$ cat src/rtl/poll_pkg.sv
package poll_pkg;

  typedef enum logic [1:0] {
    ST_IDLE = 2'd0,
    ST_WAIT = 2'd1,
    ST_REQ  = 2'd2,
    ST_GAP  = 2'd3
  } poll_state_t;

endpackage

$ cat src/rtl/poll_timer.sv
// Down-counter used for both the minimum delay and the poll spacing.
// A loaded value N makes the timer expire in its max(N,1)-th running cycle.
module poll_timer #(
  parameter int CNT_W = 16
) (
  input  logic             clk,
  input  logic             rst_n,
  input  logic             load_i,
  input  logic [CNT_W-1:0] load_val_i,
  input  logic             run_i,
  output logic             expire_o
);

  logic [CNT_W-1:0] cnt_q;
  logic [CNT_W-1:0] cnt_d;
  logic             cnt_en;

  assign expire_o = run_i && (cnt_q <= CNT_W'(1));

  always_comb begin
    cnt_en = 1'b0;
    cnt_d  = cnt_q;
    if (load_i) begin
      cnt_en = 1'b1;
      cnt_d  = load_val_i;
    end else if (run_i && (cnt_q > CNT_W'(1))) begin
      cnt_en = 1'b1;
      cnt_d  = cnt_q - CNT_W'(1);
    end
  end

  always_ff @(posedge clk or negedge rst_n) begin
    if (!rst_n) begin
      cnt_q <= '0;
    end else if (cnt_en) begin
      cnt_q <= cnt_d;
    end
  end

endmodule

$ cat src/rtl/poll_counter.sv
// Counts not-ready responses and flags the one that reaches the limit.
module poll_counter #(
  parameter int CNT_W = 16
) (
  input  logic             clk,
  input  logic             rst_n,
  input  logic             clear_i,
  input  logic             inc_i,
  input  logic [CNT_W-1:0] limit_i,
  output logic             last_o
);

  localparam int EXT_W = CNT_W + 1;

  logic [CNT_W-1:0] cnt_q;
  logic [CNT_W-1:0] cnt_d;
  logic             cnt_en;
  logic [EXT_W-1:0] lim_eff;
  logic [EXT_W-1:0] next_total;

  assign lim_eff    = (limit_i == '0) ? EXT_W'(1) : {1'b0, limit_i};
  assign next_total = {1'b0, cnt_q} + EXT_W'(1);
  assign last_o     = (next_total >= lim_eff);

  always_comb begin
    cnt_en = clear_i | inc_i;
    cnt_d  = clear_i ? '0 : (cnt_q + CNT_W'(1));
  end

  always_ff @(posedge clk or negedge rst_n) begin
    if (!rst_n) begin
      cnt_q <= '0;
    end else if (cnt_en) begin
      cnt_q <= cnt_d;
    end
  end

endmodule

$ cat src/rtl/ready_eval.sv
// Decides readiness of one response word under the selected encoding.
module ready_eval #(
  parameter int DATA_W    = 32,
  parameter int READY_BIT = 30
) (
  input  logic              variant_i,
  input  logic [DATA_W-1:0] data_i,
  output logic              ready_o
);

  logic flag_ready;
  logic zero_ready;

  assign flag_ready = data_i[READY_BIT];
  assign zero_ready = (data_i == '0);
  assign ready_o    = variant_i ? zero_ready : flag_ready;

endmodule

$ cat src/rtl/flash_ready_poller.sv
module flash_ready_poller
  import poll_pkg::*;
#(
  parameter int          CNT_W       = 16,
  parameter int          ADDR_W      = 32,
  parameter int          DATA_W      = 32,
  parameter int          READY_BIT   = 30,
  parameter logic [31:0] STATUS_ADDR = 32'h4000_0010,
  parameter logic [31:0] BASE_ADDR   = 32'h0002_0000,
  parameter int          BASE_OFFSET = 32
) (
  input  logic              clk,
  input  logic              rst_n,
  input  logic              start_i,
  input  logic              variant_i,
  input  logic [CNT_W-1:0]  min_delay_i,
  input  logic [CNT_W-1:0]  poll_gap_i,
  input  logic [CNT_W-1:0]  max_polls_i,
  output logic              busy_o,
  output logic              refused_o,
  output logic              done_o,
  output logic              timeout_o,
  output logic              rd_req_o,
  output logic [ADDR_W-1:0] rd_addr_o,
  input  logic              rd_ack_i,
  input  logic [DATA_W-1:0] rd_data_i
);

  localparam logic [ADDR_W-1:0] ADDR_FLAG = ADDR_W'(STATUS_ADDR);
  localparam logic [ADDR_W-1:0] ADDR_ZERO = ADDR_W'(BASE_ADDR) + ADDR_W'(BASE_OFFSET);

  poll_state_t      st_q, st_d;
  logic             var_q;
  logic [CNT_W-1:0] gap_q;
  logic [CNT_W-1:0] lim_q;
  logic             done_q, done_d;
  logic             tmo_q, tmo_d;
  logic             accept;
  logic             tmr_load;
  logic [CNT_W-1:0] tmr_val;
  logic             tmr_run;
  logic             tmr_exp;
  logic             cnt_clr;
  logic             cnt_inc;
  logic             cnt_last;
  logic             resp_ready;

  poll_timer #(.CNT_W(CNT_W)) u_timer (
    .clk        (clk),
    .rst_n      (rst_n),
    .load_i     (tmr_load),
    .load_val_i (tmr_val),
    .run_i      (tmr_run),
    .expire_o   (tmr_exp)
  );

  poll_counter #(.CNT_W(CNT_W)) u_count (
    .clk     (clk),
    .rst_n   (rst_n),
    .clear_i (cnt_clr),
    .inc_i   (cnt_inc),
    .limit_i (lim_q),
    .last_o  (cnt_last)
  );

  ready_eval #(.DATA_W(DATA_W), .READY_BIT(READY_BIT)) u_eval (
    .variant_i (var_q),
    .data_i    (rd_data_i),
    .ready_o   (resp_ready)
  );

  assign tmr_run = (st_q == ST_WAIT) || (st_q == ST_GAP);

  // next-state process
  always_comb begin
    st_d     = st_q;
    accept   = 1'b0;
    tmr_load = 1'b0;
    tmr_val  = min_delay_i;
    cnt_clr  = 1'b0;
    cnt_inc  = 1'b0;
    done_d   = 1'b0;
    tmo_d    = 1'b0;
    unique case (st_q)
      ST_IDLE: begin
        if (start_i) begin
          accept   = 1'b1;
          tmr_load = 1'b1;
          cnt_clr  = 1'b1;
          st_d     = ST_WAIT;
        end
      end
      ST_WAIT: begin
        if (tmr_exp) st_d = ST_REQ;
      end
      ST_REQ: begin
        if (rd_ack_i) begin
          if (resp_ready) begin
            done_d = 1'b1;
            st_d   = ST_IDLE;
          end else if (cnt_last) begin
            tmo_d = 1'b1;
            st_d  = ST_IDLE;
          end else begin
            cnt_inc  = 1'b1;
            tmr_load = 1'b1;
            tmr_val  = gap_q;
            st_d     = ST_GAP;
          end
        end
      end
      ST_GAP: begin
        if (tmr_exp) st_d = ST_REQ;
      end
      default: st_d = ST_IDLE;
    endcase
  end

  // register process
  always_ff @(posedge clk or negedge rst_n) begin
    if (!rst_n) begin
      st_q   <= ST_IDLE;
      done_q <= 1'b0;
      tmo_q  <= 1'b0;
    end else begin
      st_q   <= st_d;
      done_q <= done_d;
      tmo_q  <= tmo_d;
    end
  end

  always_ff @(posedge clk or negedge rst_n) begin
    if (!rst_n) begin
      var_q <= 1'b0;
      gap_q <= '0;
      lim_q <= '0;
    end else if (accept) begin
      var_q <= variant_i;
      gap_q <= poll_gap_i;
      lim_q <= max_polls_i;
    end
  end

  assign busy_o    = (st_q != ST_IDLE);
  assign refused_o = start_i && busy_o;
  assign done_o    = done_q;
  assign timeout_o = tmo_q;
  assign rd_req_o  = (st_q == ST_REQ);
  assign rd_addr_o = var_q ? ADDR_ZERO : ADDR_FLAG;

endmodule

$ cat config.mk
export PLATFORM = sky130hd
export DESIGN_NAME = flash_ready_poller
export DESIGN_NICKNAME = d
export VERILOG_FILES = /design/src/rtl/poll_pkg.sv /design/src/rtl/poll_timer.sv /design/src/rtl/poll_counter.sv /design/src/rtl/ready_eval.sv /design/src/rtl/flash_ready_poller.sv
export SDC_FILE = /design/constraint.sdc
export NUM_CORES = 1
export LEC_CHECK = 0
export CORE_ASPECT_RATIO = 1.75
export CORE_MARGIN = 8
export CORE_UTILIZATION = 60
export DETAILED_ROUTE_END_ITERATION = 8
export DONT_BUFFER_PORTS = 1
export PLACE_DENSITY_LB_ADDON = 0.05
export REMOVE_ABC_BUFFERS = 1
export SYNTH_ARGS = -nofsm -noshare
export SYNTH_HDL_FRONTEND = slang
export SYNTH_SLANG_ARGS = --single-unit
$ cat constraint.sdc
create_clock -name clk -period 5.7 [get_ports clk]
set_input_delay 0 -clock clk [delete_from_list [all_inputs] [get_ports clk]]
set_output_delay 0 -clock clk [all_outputs]
set_load 0.01 [all_outputs]
==> summary.txt, run 1 <==
Outcome = complete, no violations
Final worst slack = 1.62 ns
Largest area contributor in the netlist = dfrtp_1
I/O Pins = 122
Clock Pin Slew Worst Setup and Hold Paths = 0.05 ns
PD cells = 387 nW/µm²
Via density = 5.77
Total Power = 1.91 mW
CP Capture Type = flop
Placed cells = 553
Setup CP Type = flop to flop
FF-to-FF path depth = 12
#FFs+latches synth = 69
DP Worst Slack = 1.76 ns
Hold Crit Class = primary input to flop
Htree depth = 3
Die Area = 10200 µm²
Vias in the first global route = 3749
Max_cap viols = 0
Total global routing overflow = 0
Die width = 79.7 µm
Period utilization = 71.6%
Final Hold Vio Count = 0
Hold Path Cell Cnt = 3
Reg2Reg Setup Slack = 1.62 ns
Total CTS buffers = 9
Least-Margin Pin Slew = 0.860 ns
WL per Instance = 17.6 µm
Hold slack = 0.0116 ns
Non-Filler Instances = 618
Post-synth ARST share = 100%
Pleak = 2.23 nW
EDFF count, synth = 0
Final Critical Period = 4.08 ns
Drt first pass iters = 4
DP Area = 4150 µm²
Worst Path Arrival = 4.29 ns
Final setup fails = 0
CTS root buf = clkbuf_16
Distinct cells, synth = 59
I/O Buffers = 0
Max FO, Critical Path = 19
Largest net degree at the start of global routing = 70
Crit-path cells = and3_1 > and4_1 > nand3_1 > nor2_1 > xor2_1 > ha_1 > and3_1 > a221oi_1 > o21a_1 > and4_1 > nand2_4 > mux2_1
First-pass GRT wire length = 17.7 mm
Design Area, Final = 4920 µm²
Worst rel slew slack = 42.7%
Setup TNS Final = 0 ns
Post-synth top cells = nand2_1, dfrtp_1, o21ai_0, buf_4, nand3_1
CP required = 5.91 ns
DP HPWL = 7.57 mm
CTS tree = yes
Placement Rows = 40
Final ANT Viol Nets = 0
Fin Clk Skew = 0.00527 ns
Seq/Total Area, Yosys = 40.5%
Global-route usage over all layers = 22.1%
Worst path max stage delay = 0.70 ns
Reg-to-Reg Start = u_count.cnt_q[2]
Worst R2R End = u_timer.cnt_q[3]
Crit path launch type = flop
Post-CTS Setup Bufs = 0
Synth Flop Type = dfrtp_1
Fin util = 71.8%
Yosys warning total = 0
Fin. max-slew vios = 0
Mean Syn Cell Area = 8.66 µm²
Area contributors post-synth = dfrtp_1, nand2_1, buf_4, ha_1, o21ai_0
Hold_sp = min_delay_i[13]
Gate Count Post-Synth = 492
Final wirelength = 10.9 mm
Die height = 127 µm
PostCTS Resize Cnt = 0
Starting Density = 62.2%
Area Overhead vs Synth = 15.6%
Number of nets in the layout = 632
Synthesized area = 4260 µm²
Most common cell in the netlist = nand2_1
Hold EP = u_timer.cnt_q[13]
RSZ-0062 raised after global routing = no
Ratio of cells with drive above 1 in the final layout = 6.19%
Maximum VDD drop = 0.287 mV
Max frequency = 0.245 GHz
Via count = 3567
Yosys top cell area share = 40.5%
CP max stage cell = and4_1
DR DRC count = 0
Clock Latency Late Sink = 0.33 ns
Starting DRT DRC Count = 210
Initial antenna violation count = 0
GP Congestion = 0.881
Clock sink count = 69
Core area = 6860 µm²
Clock buffer depth = 2
cell type report:
cell class / count / area [µm²]
Clock buffer: 15 / 268
Clock inverter: 1 / 5.00
Fill cell: 549 / 1930
Inverter: 21 / 78.8
Multi-Input combinational cell: 376 / 2220
Antenna cell: 1 / 2.50
Sequential cell: 69 / 1730
Timing Repair Buffer: 51 / 520
Tap cell: 84 / 105
report_power, final:
group / leakage [nW] / internal, mW / switching, mW
Sequential: 0.862 / 0.670 / 0.150
Combinational: 1.23 / 0.269 / 0.310
Clock: 0.134 / 0.318 / 0.190
Total: 2.23 / 1.26 / 0.650
registers in the layout, indices dropped and copies added (netlist names):
signal         count
gap_q             16
lim_q             16
u_count.cnt_q     16
u_timer.cnt_q     16
st_q               2
done_o             1
timeout_o          1
var_q              1
per-layer routing:
metal,GRT usage (%),part of all wire (%)
met3,4.49,4.6
met4,9.77,2.0
met5,0,0
met2,41.1,57
met1,22.4,36
worst max-delay path: cells and delay by family, from the launching register on:
kind | cells | cell delay, ns
AND/OR/NAND/NOR | 7 | 2.02
AO/OA/AOI/OAI | 2 | 0.57
flip-flops | 1 | 0.40
multiplexers | 1 | 0.40
adder cells (fa/ha/maj) | 1 | 0.30
XOR/XNOR | 1 | 0.25
cell usage in the layout (no fill, tap or decap), types with 2 or more instances in the layout:
master and count:
nor3_1 6, a31oi_1 2, buf_4 3, nor2b_1 4, o21ai_0 43, nand3_1 26
dlygate4sd3_1 47, a221o_1 2, xnor2_1 19, nand4_1 8, and4_1 4, a21o_1 6
mux2_2 9, nand2_1 103, clkbuf_16 9, inv_1 21, nor4_1 15, ha_1 19
o31a_1 2, clkbuf_1 4, dfrtp_1 69, o22a_1 2, nand4b_1 2, nor2_1 15
a21oi_1 13, and3_1 7, conb_1 28, clkbuf_8 2, or3_1 2, xor2_1 6
nor4b_1 2, or4_4 2, mux2_1 2
how the worst max path moves through the flow:
stage                     cells after the start             start  slack (ns)          endpoint
final                                        12  u_count.cnt_q[2]        1.62  u_timer.cnt_q[3]
after CTS                                    12  u_count.cnt_q[2]        1.65  u_timer.cnt_q[3]
after global routing                         12  u_count.cnt_q[2]        1.41  u_timer.cnt_q[7]
after floorplan                              12  u_count.cnt_q[2]        2.38  u_timer.cnt_q[7]
after global placement                       12  u_count.cnt_q[2]        1.91  u_timer.cnt_q[7]
after detailed placement                     12  u_count.cnt_q[2]        1.76  u_timer.cnt_q[3]
cell families after synthesis:
group	after synthesis	synth area share [%]
AOI/OAI and AO/OA	88	12.7
xor gates and xnor gates	25	5.14
adders and majority gates	19	5.58
buffers and inverters	74	9.84
DFF	69	40.5
muxes	12	3.14
other	1	0.0880
and+or+nand+nor	204	23.0
repair_timing:
action,4_1_cts,5_1_grt
hold endpoints to repair,115,0
hold buffers,48,0
endpoints found under the setup margin,0,0
No activity file was read; power rests on OpenSTA's default activity.
==> run 2: changes to the inputs <==
- CORE_UTILIZATION: 60 -> 58
- clock period: 5.7 -> 3.41 ns (I/O delays scaled with it)
==> run 2 against run 1 <==
Hold slack worse by 0.0056 ns. Critical path depth did not move. Combinational power is 64% higher. Non-clock buffer count is 13 higher. Total power rose by 79%. Flip-flop and latch count unchanged. Highest routed layer unchanged. Final cell count up 2.3%. Sequential share of layout area down 1.2 points. Largest cell class unchanged.
==> summary.txt, run 2 (synthesis results as in run 1) <==
Outcome = complete, no violations (unchanged)
Maximum VDD drop = 0.532 mV (was 0.287 mV)
WL per Instance = 17.4 µm (was 17.6 µm)
CP max stage cell = dfrtp_1 (was and4_1)
DP Worst Slack = 0.149 ns (was 1.76 ns)
Max frequency = 0.314 GHz (was 0.245 GHz)
Starting DRT DRC Count = 202 (was 210)
Placed cells = 565 (was 553)
Design Area, Final = 5100 µm² (was 4920 µm²)
Drt first pass iters = 4 (unchanged)
Worst Path Arrival = 3.40 ns (was 4.29 ns)
Clock sink count = 69 (unchanged)
DR DRC count = 0 (unchanged)
Antenna diodes = 0 (was 1)
Worst path max stage delay = 0.43 ns (was 0.70 ns)
Final ANT Viol Nets = 0 (unchanged)
I/O Buffers = 0 (unchanged)
P_sw = 1.10 mW (was 0.650 mW)
CP required = 3.62 ns (was 5.91 ns)
Area Overhead vs Synth = 19.7% (was 15.6%)
Non-Filler Instances = 632 (was 618)
Initial antenna violation count = 0 (unchanged)
Seq pwr share = 40.5% (was 43.0%)
Fin util = 71.0% (was 71.8%)
Setup TNS Final = 0 ns (unchanged)
Total Power = 3.41 mW (was 1.91 mW)
Starting Density = 59.3% (was 62.2%)
Max_cap viols = 0 (unchanged)
Combinational share of power = 28.0% (was 30.4%)
Most common cell after layout, fill and taps aside = nand2_1 (unchanged)
CTS root buf = clkbuf_16 (unchanged)
Least-Margin Pin Slew = 0.780 ns (was 0.860 ns)
Crit-path cells = ha_1 > and3_1 > and2_1 > nand3_1 > xnor2_2 > ha_1 > a21o_1 > a221oi_1 > o21a_1 > and4_2 > nand2_4 > mux2_1 (was and3_1 > and4_1 > nand3_1 > nor2_1 > xor2_1 > ha_1 > and3_1 > a221oi_1 > o21a_1 > and4_1 > nand2_4 > mux2_1)
Hold slack = 0.00600 ns (was 0.0116 ns)
CP most frequent cell = ha_1
Most frequent cells in the layout = nand2_1, dfrtp_1, dlygate4sd3_1 (unchanged)
Worst rel slew slack = 47.9% (was 42.7%)
Die Area = 10500 µm² (was 10200 µm²)
Clk pwr share = 31.5% (was 26.6%)
Clock Pin Slew Worst Setup and Hold Paths = 0.05 ns (about the same)
Period utilization = 93.4% (was 71.6%)
CTS tree = yes (unchanged)
Final wirelength = 11.0 mm (was 10.9 mm)
Global-route usage over all layers = 21.0% (was 22.1%)
Final Critical Period = 3.18 ns (was 4.08 ns)
Placement Rows = 41 (was 40)
Cell family with most CP delay = simple AND/OR/NAND/NOR gates (unchanged)
WP buf/inv = 0 (unchanged)
Clock Latency Late Sink = 0.34 ns (was 0.33 ns)
Fin. max-slew vios = 0 (unchanged)
DP Area = 4230 µm² (was 4150 µm²)
DP HPWL = 7.96 mm (was 7.57 mm)
Max FO, Critical Path = 14 (was 19)
Fin Clk Skew = 0.00708 ns (was 0.00527 ns)
Htree depth = 3 (unchanged)
Via density = 5.67 (was 5.77)
Ratio of cells with drive above 1 in the final layout = 9.71% (was 6.19%)
Vias in the first global route = 3636 (was 3749)
Die width = 80.8 µm (was 79.7 µm)
Number of fillers in the final layout = 554 (was 549)
RSZ-0062 raised after global routing = no (unchanged)
Clock buffer depth = 2 (unchanged)
Hold Crit Class = primary input to flop (unchanged)
Number of nets in the layout = 645 (was 632)
Pleak = 2.33 nW (was 2.23 nW)
Sw Ratio = 32.3% (was 34.1%)
Internal = 2.30 mW (was 1.26 mW)
Setup CP Type = flop to flop (unchanged)
GP Congestion = 0.856 (was 0.881)
Largest net degree at the start of global routing = 70 (unchanged)
Final worst slack = 0.226 ns (was 1.62 ns)
Crit path launch type = flop (unchanged)
Total CTS buffers = 9 (unchanged)
Final setup fails = 0 (unchanged)
First-pass GRT wire length = 17.0 mm (was 17.7 mm)
I/O Pins = 122 (unchanged)
CP Capture Type = flop (unchanged)
Final Hold Vio Count = 0 (unchanged)
PD cells = 668 nW/µm² (was 387 nW/µm²)
Die height = 129 µm (was 127 µm)
Core area = 7180 µm² (was 6860 µm²)
Total global routing overflow = 0 (unchanged)
Via count = 3584 (was 3567)
-- run 2: layer usage --
metal	routed length (µm)	share of wire [%]	vias up	global-route usage [%]
li1	-	-	1751	-
met1	4170	38	1723	22.3
met2	6080	55	86	37.4
met3	418	3.8	24	3.95
met4	344	3.1	0	11.1
met5	0	0	-	0
-- run 2: tightest hold or removal path, cell delays in order --
cell and delay, ns:
nand2_1 0.03, o31a_1 0.15, nor2b_1 0.12
-- run 2: repair_timing --
action	in CTS	in global routing
setup endpoints to repair	0	29
hold buffers	47	0
buffers inserted	0	4
resized for setup	0	4
endpoints found under the hold margin	114	0
-- run 2: power by group through the flow --
| stage | Clock [mW] | Combinational (mW) | Sequential [mW] |
|---|---|---|---|
| after CTS | 1.10 | 0.956 | 1.37 |
| final | 1.07 | 0.953 | 1.38 |
| after floorplan | 0 | 0.709 | 1.31 |
| after global placement | 0 | 0.846 | 1.37 |
| after detailed placement | 0 | 0.881 | 1.38 |
| after global routing | 1.12 | 1.10 | 1.41 |
-- run 2: cell type report --
cell class / count / area, µm² / area share, %
clock buffers: 12 / 246 / 4.83
clock inverters: 4 / 95.1 / 1.86
inverters: 21 / 78.8 / 1.55
multi-input cells: 376 / 2230 / 43.7
flip-flops and latches: 69 / 1730 / 33.9
well taps: 86 / 108 / 2.11
repair buffers: 64 / 616 / 12.1
-- run 2: worst paths after layout --
kind | slack [ns] | start | depth (start not counted) | end
setup / recovery | 0.23 | u_count.cnt_q[1] | 12 | u_timer.cnt_q[3]
hold / removal | 0.006 | rd_data_i[30] | 3 | done_o
setup reg to reg | 0.23 | u_count.cnt_q[1] | 12 | u_timer.cnt_q[3]
hold reg to reg | 0.47 | gap_q[7] | 2 | gap_q[7]
max in group asynchronous | 2.89 | rst_n | 2 | u_count.cnt_q[6]
min in group asynchronous | 0.20 | rst_n | 2 | lim_q[6]
